**config.mk**
```make
export PLATFORM = sky130hd
export DESIGN_NAME = irqd_top
export DESIGN_NICKNAME = d
export VERILOG_FILES = /design/src/rtl/irqd_pkg.sv /design/src/rtl/irqd_cfg.sv /design/src/rtl/irqd_src.sv /design/src/rtl/irqd_arb.sv /design/src/rtl/irqd_top.sv
export SDC_FILE = /design/constraint.sdc
export NUM_CORES = 2
export LEC_CHECK = 0
export ABC_CLOCK_PERIOD_IN_PS = 243800
export CORE_ASPECT_RATIO = 0.75
export CORE_UTILIZATION = 40
export CTS_CLUSTER_SIZE = 24
export DETAILED_ROUTE_END_ITERATION = 7
export SLEW_MARGIN = 20
export SYNTH_ARGS = -nofsm -noshare
export SYNTH_HDL_FRONTEND = slang
export SYNTH_SLANG_ARGS = --single-unit
```
**constraint.sdc**
```tcl
create_clock -name clk -period 243.8 [get_ports clk]
set_input_delay 73.14 -clock clk [delete_from_list [all_inputs] [get_ports clk]]
set_output_delay 73.14 -clock clk [all_outputs]
set_load 0.005 [all_outputs]
```
**src/rtl/irqd_pkg.sv**
```systemverilog
package irqd_pkg;
  localparam int PRIO_W  = 8;
  localparam int PRV_IDS = 32;
  localparam int SW_IDS  = 16;

  typedef enum logic [2:0] {
    K_GLOBAL = 3'd0,
    K_ENABLE = 3'd1,
    K_PRIO   = 3'd2,
    K_EDGE   = 3'd3,
    K_GROUP  = 3'd4,
    K_TARGET = 3'd5,
    K_RAISE  = 3'd6,
    K_CLEAR  = 3'd7
  } cfg_kind_e;

  // Private IDs are banked per CPU; shared IDs follow all private slots.
  function automatic int slot_of(input int ncpu, input int cpu, input int id);
    return (id < PRV_IDS) ? cpu * PRV_IDS + id : ncpu * PRV_IDS + id - PRV_IDS;
  endfunction
endpackage

```
**src/rtl/irqd_cfg.sv**
```systemverilog
module irqd_cfg
  import irqd_pkg::*;
#(
  parameter int NUM_CPU    = 2,
  parameter int NUM_SHARED = 32,
  parameter int CFG_W      = 8,
  localparam int NUM_ID    = PRV_IDS + NUM_SHARED,
  localparam int ID_W      = $clog2(NUM_ID)
) (
  input  logic                                clk,
  input  logic                                rst_n,
  input  logic                                cfg_we,
  input  logic [2:0]                          cfg_kind,
  input  logic [ID_W-1:0]                     cfg_id,
  input  logic [CFG_W-1:0]                    cfg_wdata,
  output logic                                glob_en,
  output logic [NUM_ID-1:0]                   src_en,
  output logic [NUM_ID-1:0][PRIO_W-1:0]       src_prio,
  output logic [NUM_ID-1:0]                   src_grp,
  output logic [NUM_SHARED-1:0]               shr_edge,
  output logic [NUM_SHARED-1:0][NUM_CPU-1:0]  shr_tgt,
  output logic                                raise_fire,
  output logic                                clear_fire,
  output logic [NUM_CPU-1:0]                  raise_tgt
);
  logic                               glob_en_n;
  logic [NUM_ID-1:0]                  en_n;
  logic [NUM_ID-1:0][PRIO_W-1:0]      prio_n;
  logic [NUM_ID-1:0]                  grp_n;
  logic [NUM_SHARED-1:0]              edge_n;
  logic [NUM_SHARED-1:0][NUM_CPU-1:0] tgt_n;
  cfg_kind_e                          kind;
  int                                 id_i;

  assign kind       = cfg_kind_e'(cfg_kind);
  assign id_i       = int'(cfg_id);
  assign raise_fire = cfg_we && (kind == K_RAISE) && (id_i < SW_IDS);
  assign clear_fire = cfg_we && (kind == K_CLEAR) && (id_i < NUM_ID);
  assign raise_tgt  = cfg_wdata[NUM_CPU-1:0];

  always_comb begin
    glob_en_n = glob_en;
    en_n      = src_en;
    prio_n    = src_prio;
    grp_n     = src_grp;
    edge_n    = shr_edge;
    tgt_n     = shr_tgt;
    if (cfg_we && id_i < NUM_ID) begin
      case (kind)
        K_GLOBAL: glob_en_n    = cfg_wdata[0];
        K_ENABLE: en_n[id_i]   = cfg_wdata[0];
        K_PRIO:   prio_n[id_i] = cfg_wdata[PRIO_W-1:0];
        K_GROUP:  grp_n[id_i]  = cfg_wdata[0];
        K_EDGE:   if (id_i >= PRV_IDS) edge_n[id_i-PRV_IDS] = cfg_wdata[0];
        K_TARGET: if (id_i >= PRV_IDS) tgt_n[id_i-PRV_IDS] = cfg_wdata[NUM_CPU-1:0];
        default: ;
      endcase
    end
  end

  always_ff @(posedge clk or negedge rst_n) begin
    if (!rst_n) begin
      glob_en  <= 1'b0;
      src_en   <= '0;
      src_prio <= '0;
      src_grp  <= '0;
      shr_edge <= '0;
      shr_tgt  <= '0;
    end else if (cfg_we) begin
      glob_en  <= glob_en_n;
      src_en   <= en_n;
      src_prio <= prio_n;
      src_grp  <= grp_n;
      shr_edge <= edge_n;
      shr_tgt  <= tgt_n;
    end
  end
endmodule

```
**src/rtl/irqd_src.sv**
```systemverilog
module irqd_src (
  input  logic clk,
  input  logic rst_n,
  input  logic edge_mode,
  input  logic line,
  input  logic set_evt,
  input  logic clr,
  input  logic ack,
  input  logic eoi,
  output logic pend,
  output logic act
);
  logic line_q;
  logic pend_n;
  logic act_n;
  logic evt;
  logic take;

  assign evt  = set_evt | (edge_mode & line & ~line_q);
  assign take = ack & pend & ~act;

  always_comb begin
    if (edge_mode) begin
      pend_n = pend;
      if (take) pend_n = 1'b0;
      if (clr)  pend_n = 1'b0;
      if (evt)  pend_n = 1'b1;
    end else begin
      pend_n = line;
    end
    act_n = act;
    if (eoi)  act_n = 1'b0;
    if (take) act_n = 1'b1;
  end

  always_ff @(posedge clk or negedge rst_n) begin
    if (!rst_n) begin
      line_q <= 1'b0;
      pend   <= 1'b0;
      act    <= 1'b0;
    end else begin
      line_q <= line;
      pend   <= pend_n;
      act    <= act_n;
    end
  end
endmodule

```
**src/rtl/irqd_arb.sv**
```systemverilog
module irqd_arb
  import irqd_pkg::*;
#(
  parameter int NUM_CPU    = 2,
  parameter int NUM_SHARED = 32,
  parameter int CPU_IDX    = 0,
  localparam int NUM_ID    = PRV_IDS + NUM_SHARED,
  localparam int NUM_SLOT  = NUM_CPU * PRV_IDS + NUM_SHARED,
  localparam int ID_W      = $clog2(NUM_ID)
) (
  input  logic                                glob_en,
  input  logic [NUM_ID-1:0]                   src_en,
  input  logic [NUM_ID-1:0][PRIO_W-1:0]       src_prio,
  input  logic [NUM_ID-1:0]                   src_grp,
  input  logic [NUM_SHARED-1:0][NUM_CPU-1:0]  shr_tgt,
  input  logic [NUM_SLOT-1:0]                 slot_pend,
  input  logic [NUM_SLOT-1:0]                 slot_act,
  output logic                                sel_valid,
  output logic [ID_W-1:0]                     sel_id,
  output logic [PRIO_W-1:0]                   sel_prio,
  output logic                                sel_grp
);
  always_comb begin
    sel_valid = 1'b0;
    sel_id    = '0;
    sel_prio  = '0;
    sel_grp   = 1'b0;
    for (int i = 0; i < NUM_ID; i++) begin
      logic routed;
      logic elig;
      int   s;
      s      = slot_of(NUM_CPU, CPU_IDX, i);
      routed = 1'b1;
      if (i >= PRV_IDS) routed = shr_tgt[i-PRV_IDS][CPU_IDX];
      elig = glob_en & src_en[i] & slot_pend[s] & ~slot_act[s] & routed;
      if (elig && (!sel_valid || src_prio[i] < sel_prio)) begin
        sel_valid = 1'b1;
        sel_id    = ID_W'(i);
        sel_prio  = src_prio[i];
        sel_grp   = src_grp[i];
      end
    end
  end
endmodule

```
**src/rtl/irqd_top.sv**
```systemverilog
module irqd_top
  import irqd_pkg::*;
#(
  parameter int NUM_CPU    = 2,
  parameter int NUM_SHARED = 32,
  parameter int CFG_W      = 8,
  localparam int NUM_ID    = PRV_IDS + NUM_SHARED,
  localparam int ID_W      = $clog2(NUM_ID)
) (
  input  logic                             clk,
  input  logic                             rst_n,
  input  logic                             cfg_we,
  input  logic [2:0]                       cfg_kind,
  input  logic [ID_W-1:0]                  cfg_id,
  input  logic [CFG_W-1:0]                 cfg_wdata,
  input  logic [NUM_CPU*16-1:0]            ppi_n,
  input  logic [NUM_SHARED-1:0]            spi_in,
  input  logic [NUM_CPU-1:0]               cpu_ack,
  input  logic [NUM_CPU-1:0]               cpu_eoi,
  input  logic [NUM_CPU-1:0][ID_W-1:0]     cpu_eoi_id,
  output logic [NUM_CPU-1:0]               cpu_valid,
  output logic [NUM_CPU-1:0][ID_W-1:0]     cpu_id,
  output logic [NUM_CPU-1:0][PRIO_W-1:0]   cpu_prio,
  output logic [NUM_CPU-1:0]               cpu_grp,
  output logic [NUM_CPU-1:0]               cpu_ack_ok
);
  localparam int PRV_SLOTS = NUM_CPU * PRV_IDS;
  localparam int NUM_SLOT  = PRV_SLOTS + NUM_SHARED;

  logic [1:0]                         rst_pipe;
  logic                               rst_int_n;
  logic                               glob_en;
  logic [NUM_ID-1:0]                  src_en;
  logic [NUM_ID-1:0][PRIO_W-1:0]      src_prio;
  logic [NUM_ID-1:0]                  src_grp;
  logic [NUM_SHARED-1:0]              shr_edge;
  logic [NUM_SHARED-1:0][NUM_CPU-1:0] shr_tgt;
  logic                               raise_fire;
  logic                               clear_fire;
  logic [NUM_CPU-1:0]                 raise_tgt;
  logic [NUM_SLOT-1:0]                slot_pend;
  logic [NUM_SLOT-1:0]                slot_act;
  logic [NUM_SLOT-1:0]                ack_vec;
  logic [NUM_SLOT-1:0]                eoi_vec;

  // Reset: asserted at once, released after two clock edges.
  always_ff @(posedge clk or negedge rst_n) begin
    if (!rst_n) rst_pipe <= 2'b00;
    else        rst_pipe <= {rst_pipe[0], 1'b1};
  end
  assign rst_int_n = rst_pipe[1];

  irqd_cfg #(.NUM_CPU(NUM_CPU), .NUM_SHARED(NUM_SHARED), .CFG_W(CFG_W)) u_cfg (
    .clk(clk), .rst_n(rst_int_n), .cfg_we(cfg_we), .cfg_kind(cfg_kind),
    .cfg_id(cfg_id), .cfg_wdata(cfg_wdata), .glob_en(glob_en), .src_en(src_en),
    .src_prio(src_prio), .src_grp(src_grp), .shr_edge(shr_edge), .shr_tgt(shr_tgt),
    .raise_fire(raise_fire), .clear_fire(clear_fire), .raise_tgt(raise_tgt)
  );

  for (genvar s = 0; s < NUM_SLOT; s++) begin : g_slot
    logic em, ln, se, cl;
    if (s < PRV_SLOTS && (s % PRV_IDS) < SW_IDS) begin : g_sw
      localparam int C = s / PRV_IDS;
      localparam int I = s % PRV_IDS;
      assign em = 1'b1;
      assign ln = 1'b0;
      assign se = raise_fire && (int'(cfg_id) == I) && raise_tgt[C];
      assign cl = clear_fire && (int'(cfg_id) == I);
    end else if (s < PRV_SLOTS) begin : g_prv
      localparam int C = s / PRV_IDS;
      localparam int K = (s % PRV_IDS) - SW_IDS;
      assign em = 1'b0;
      assign ln = ~ppi_n[C*16+K];
      assign se = 1'b0;
      assign cl = 1'b0;
    end else begin : g_shr
      localparam int J = s - PRV_SLOTS;
      assign em = shr_edge[J];
      assign ln = spi_in[J];
      assign se = 1'b0;
      assign cl = clear_fire && (int'(cfg_id) == PRV_IDS + J);
    end
    irqd_src u_src (
      .clk(clk), .rst_n(rst_int_n), .edge_mode(em), .line(ln), .set_evt(se),
      .clr(cl), .ack(ack_vec[s]), .eoi(eoi_vec[s]),
      .pend(slot_pend[s]), .act(slot_act[s])
    );
  end

  for (genvar c = 0; c < NUM_CPU; c++) begin : g_cpu
    irqd_arb #(.NUM_CPU(NUM_CPU), .NUM_SHARED(NUM_SHARED), .CPU_IDX(c)) u_arb (
      .glob_en(glob_en), .src_en(src_en), .src_prio(src_prio), .src_grp(src_grp),
      .shr_tgt(shr_tgt), .slot_pend(slot_pend), .slot_act(slot_act),
      .sel_valid(cpu_valid[c]), .sel_id(cpu_id[c]), .sel_prio(cpu_prio[c]),
      .sel_grp(cpu_grp[c])
    );
  end

  // Acknowledge arbitration: on a shared ID the lowest-numbered CPU wins.
  always_comb begin
    for (int c = 0; c < NUM_CPU; c++) begin
      cpu_ack_ok[c] = cpu_ack[c] & cpu_valid[c];
      for (int d = 0; d < NUM_CPU; d++) begin
        if (d < c && cpu_ack[d] && cpu_valid[d] && cpu_id[d] == cpu_id[c]
            && int'(cpu_id[c]) >= PRV_IDS)
          cpu_ack_ok[c] = 1'b0;
      end
    end
  end

  always_comb begin
    ack_vec = '0;
    eoi_vec = '0;
    for (int c = 0; c < NUM_CPU; c++) begin
      if (cpu_ack_ok[c]) ack_vec[slot_of(NUM_CPU, c, int'(cpu_id[c]))] = 1'b1;
      if (cpu_eoi[c] && int'(cpu_eoi_id[c]) < NUM_ID)
        eoi_vec[slot_of(NUM_CPU, c, int'(cpu_eoi_id[c]))] = 1'b1;
    end
  end
endmodule

```
==> results by group <==
Detailed routing
  – WL/cell: 27.3 um
  – M1 WL: 172000 um
  – Vias/cell: 6.41
  – Met3 WL post-DR: 39000 um
  – Vias: 86.0k
  – Drt first-iter violations: 10.8k
  – Highest metal used: met5
  – Detailed-route DRC error count: 16
  – WL met2: 140000 um
  – Post-route ant nets: 0
  – Drt pass-1 iters: 8
  – Routed wire length: 366000 um

Synthesis
  – Mux cell area share after synthesis: 13.6%
  – XOR/XNOR Fraction of Synth Area: 0.483%
  – Sequential area share after synthesis: 27.2%
  – Syn_area_per_cell: 8.42 um^2
  – Synthesized flop and latch total: 963
  – Most area-hungry cell type in the Yosys netlist: dfrtp_1
  – Simple-gate share of the synthesized area: 19.5%
  – Post-Synthesis Cells: 10.5k
  – Area share of fa/ha/maj cells after synthesis: 9.70%
  – Synthesized area: 88500 um^2
  – Synth Flop Type: dfrtp_1
  – Asr flop ratio synth: 100%
  – Most frequent cell after synthesis: nand2_1
  – Post-synth top cells: 1323 x nand2_1, 963 x dfrtp_1, 829 x nor2_1
  – Synth Area in Compound Gates: 24.2%
  – Post-synth top area share: 27.2%
  – Top post-synthesis cells by area: dfrtp_1 27%, mux2_2 10%, ha_1 9.4%, nand2_1 5.6%, a21oi_1 4.2%
  – Mapped Nets: 11.3k
  – Yosys warning count: 0
  – Largest family of logic cells by synthesized area: compound AO/OA/AOI/OAI gates
  – EDFF count, synth: 0
  – Unique cell type count in the Yosys netlist: 181

Placement
  – Placer Congestion: 1.02
  – I/O Buffers: 133
  – Post-DP Area: 91600 um^2
  – Hpwl dp: 284000 um

Critical path
  – Worst EP required: 170.66 ns
  – RR Endpoint: g_slot[65].u_src.pend
  – Slowest stage delay, CP: 1.02 ns
  – Crit path max fanout: 30
  – CP max-delay cell: o41ai_4
  – Arrival @ worst endpoint: 150.51 ns
  – R2R Path Start: u_cfg.glob_en
  – CP startpoint kind: register
  – Setup crit start: u_cfg.glob_en
  – Register-to-register setup slack: 93.69 ns
  – Most frequent CP cell: a21oi_1
  – Crit Path Class: register to output pin
  – Reg2reg path depth: 612
  – Critical Path End Type: output pin
  – Setup crit end: cpu_ack_ok[1]

Floorplanning
  – Die H: 409 um
  – Initial Util: 40.2%
  – CORE AREA: 220000 um^2
  – Die width: 545 um
  – Die area: 223000 um^2
  – I/O Pins: 134
  – Core Rows: 149

Job
  – Max-cap violations: 0

Global routing
  – Largest net degree at the start of global routing: 165
  – Gr usage total: 31.7%
  – Vias in the first global route: 79.8k
  – Antenna violations before repair: 27
  – Global route total overflow: 0
  – First-pass GRT wire length: 538000 um

Power
  – Maximum vdd ir drop: 6.69 uV
  – Clock share of power: 41.4%
  – Gate power share: 20.3%
  – Pint: 0.302 mW
  – P_sw: 0.148 mW
  – Lkg Pwr: 44.3 nW
  – Flop pwr share: 38.3%
  – Sw Ratio: 32.9%
  – Pwr Total: 0.451 mW
  – PwrDens: 4.71 nW/um^2

Outcome
  – Failing checks: DRC
  – Status: complete, but fails checks

Finish
  – Ratio of cells with drive above 1 in the final layout: 14.1%
  – Area Overhead vs Synth: 8.00%
  – Fillers: 21.7k
  – Finished Cell Area: 95600 um^2
  – Layout Nets: 11.1k

Worst hold path
  – HP Class: register to asynchronous set/reset pin

Clocking
  – CTS Hold Bufs: 0
  – CTS Buffer Depth: 3
  – CTS tree: done
  – Post-CTS Setup Bufs: 0
  – # H-tree levels: 3
  – CTS Sinks: 963
  – Root Buffer: clkbuf_16
  – Worst-skew pair later-pin latency: 0.79 ns
  – Clock-pin transition on the worst setup and hold timing paths: 0.08 ns
  – Post-cts repair resize count: 0
  – Num CTS Buffers: 109

STA
  – RSZ-0062 raised after global routing: false
  – Period utilization: 91.7%
  – Hold Slack: 0.322 ns
  – Slew headroom: 15.6%
  – Peak Freq: 0.00447 GHz
  – Fin Setup TNS: 0 ns
  – Final hold vios: 0
  – Final Max Slew Viols: 0
  – Setup Skew: 0.0785 ns
  – Final setup viols: 0
  – Worst Tran Pin Value: 1.26 ns
  – Post-layout minimum cycle time: 223.65 ns
[worst min path at each step]
stage / slack [ns] / endpoint / start / cells past startpoint
global placement: 0.33 / rst_pipe[1] / rst_pipe[0] / 0
global route: 0.37 / rst_pipe[1] / rst_pipe[0] / 0
floorplan: 0.33 / rst_pipe[1] / rst_pipe[0] / 0
CTS: 0.34 / u_cfg.src_prio[83] / rst_pipe[1] / 0
detailed placement: 0.34 / rst_pipe[1] / rst_pipe[0] / 0
finish: 0.32 / u_cfg.src_prio[83] / rst_pipe[1] / 0
[layout make-up]
class                           instances  area [um^2]  share of cell area, %
Inverter                              562         2110                   2.21
Antenna cell                           20         50.0                 0.0523
Multi-Input combinational cell       8502        59800                   62.5
Clock buffer                          140         3040                   3.17
Timing Repair Buffer                  209         1950                   2.04
Sequential cell                       963        24100                   25.2
Clock inverter                         64          925                  0.967
Tap cell                             2944         3680                   3.85
[sequential cells by signal, summed over array words and instances, names as in the netlist]
| name | flops |
|---|---|
| u_cfg.src_prio | 512 |
| g_slot.u_src.line_q | 32 |
| u_cfg.shr_edge | 32 |
| rst_pipe | 2 |
| u_cfg.shr_tgt | 64 |
| g_slot.u_src.pend | 96 |
| u_cfg.src_grp | 64 |
| u_cfg.src_en | 64 |
| g_slot.u_src.act | 96 |
| u_cfg.glob_en | 1 |
[routing by layer]
metal / track usage [%] / vias up
met5: 0 / -
met4: 11.4 / 2
met3: 7.29 / 605
met2: 42.5 / 4509
met1: 48.2 / 42261
li1: - / 38588
[power groups by stage]
stage | clock network, mW | logic (mW) | registers, mW
6_report | 0.187 | 0.0916 | 0.172
5_1_grt | 0.194 | 0.0989 | 0.173
4_1_cts | 0.189 | 0.0891 | 0.172
3_5_place_dp | 0 | 0.0886 | 0.175
3_3_place_gp | 0 | 0.0874 | 0.175
2_1_floorplan | 0 | 0.0597 | 0.173
[per-stage QoR]
step	cells	worst slack, ns	util [%]
6_report	13404	20.15	43.5
5_1_grt	13398	9.21	43.5
4_1_cts	13383	22.65	43.4
3_5_place_dp	13179	24.16	41.6
3_3_place_gp	13178	22.54	41.6
2_1_floorplan	10512	51.58	-
[worst max-delay path: cells and delay by family (launching register included)]
kind / cells / cell delay, ns
XOR/XNOR: 1 / 0.25
flip-flops: 1 / 0.61
buffers and inverters: 33 / 3.93
AND/OR/NAND/NOR: 191 / 42.40
AO/OA/AOI/OAI: 298 / 73.99
adder cells (fa/ha/maj): 63 / 18.72
multiplexers: 27 / 9.29
[cell families (layout without fill, tap and decap cells)]
group	count (synthesis)	count (layout)
other cells	1	21
fa+ha+maj	692	692
flops	963	963
buf+inv	1047	975
simple gates	3544	3544
xor+xnor	48	48
mux	1080	1080
compound gates	3137	3137
[placed cells by master, fill, tap and decap left out, types with 40 or more instances in the layout]
master           netlist  routed
nand2_1             1323    1323
a22oi_1               64      64
a21o_1               234     234
ha_1                 662     662
or3_1                 50      50
and2_1               111     111
mux2i_1              223     223
clkbuf_16              0     110
nand2b_1              80      80
and3_1                98      98
o211ai_1             144     144
o21ai_0              681     679
clkdlybuf4s50_1        0     125
a211o_1               40      40
nand4b_1              58      58
o31ai_1               82      82
nand4_1              138     138
a21oi_1              735     734
dfrtp_1              963     961
inv_1                551     551
nor2b_1               98      98
buf_4                 77      74
and4_1                40      40
mux2_2               818     818
o221ai_1              44      44
nor3_1               174     173
or2_2                 48      48
o21ai_1              118     118
o21bai_1              42      42
nand3_1              211     210
a211oi_1              79      79
a31oi_1               96      96
o21a_1                84      84
nor2_1               829     820
and4b_1               57      57
Note: power is estimated with default switching activity, not from simulation.
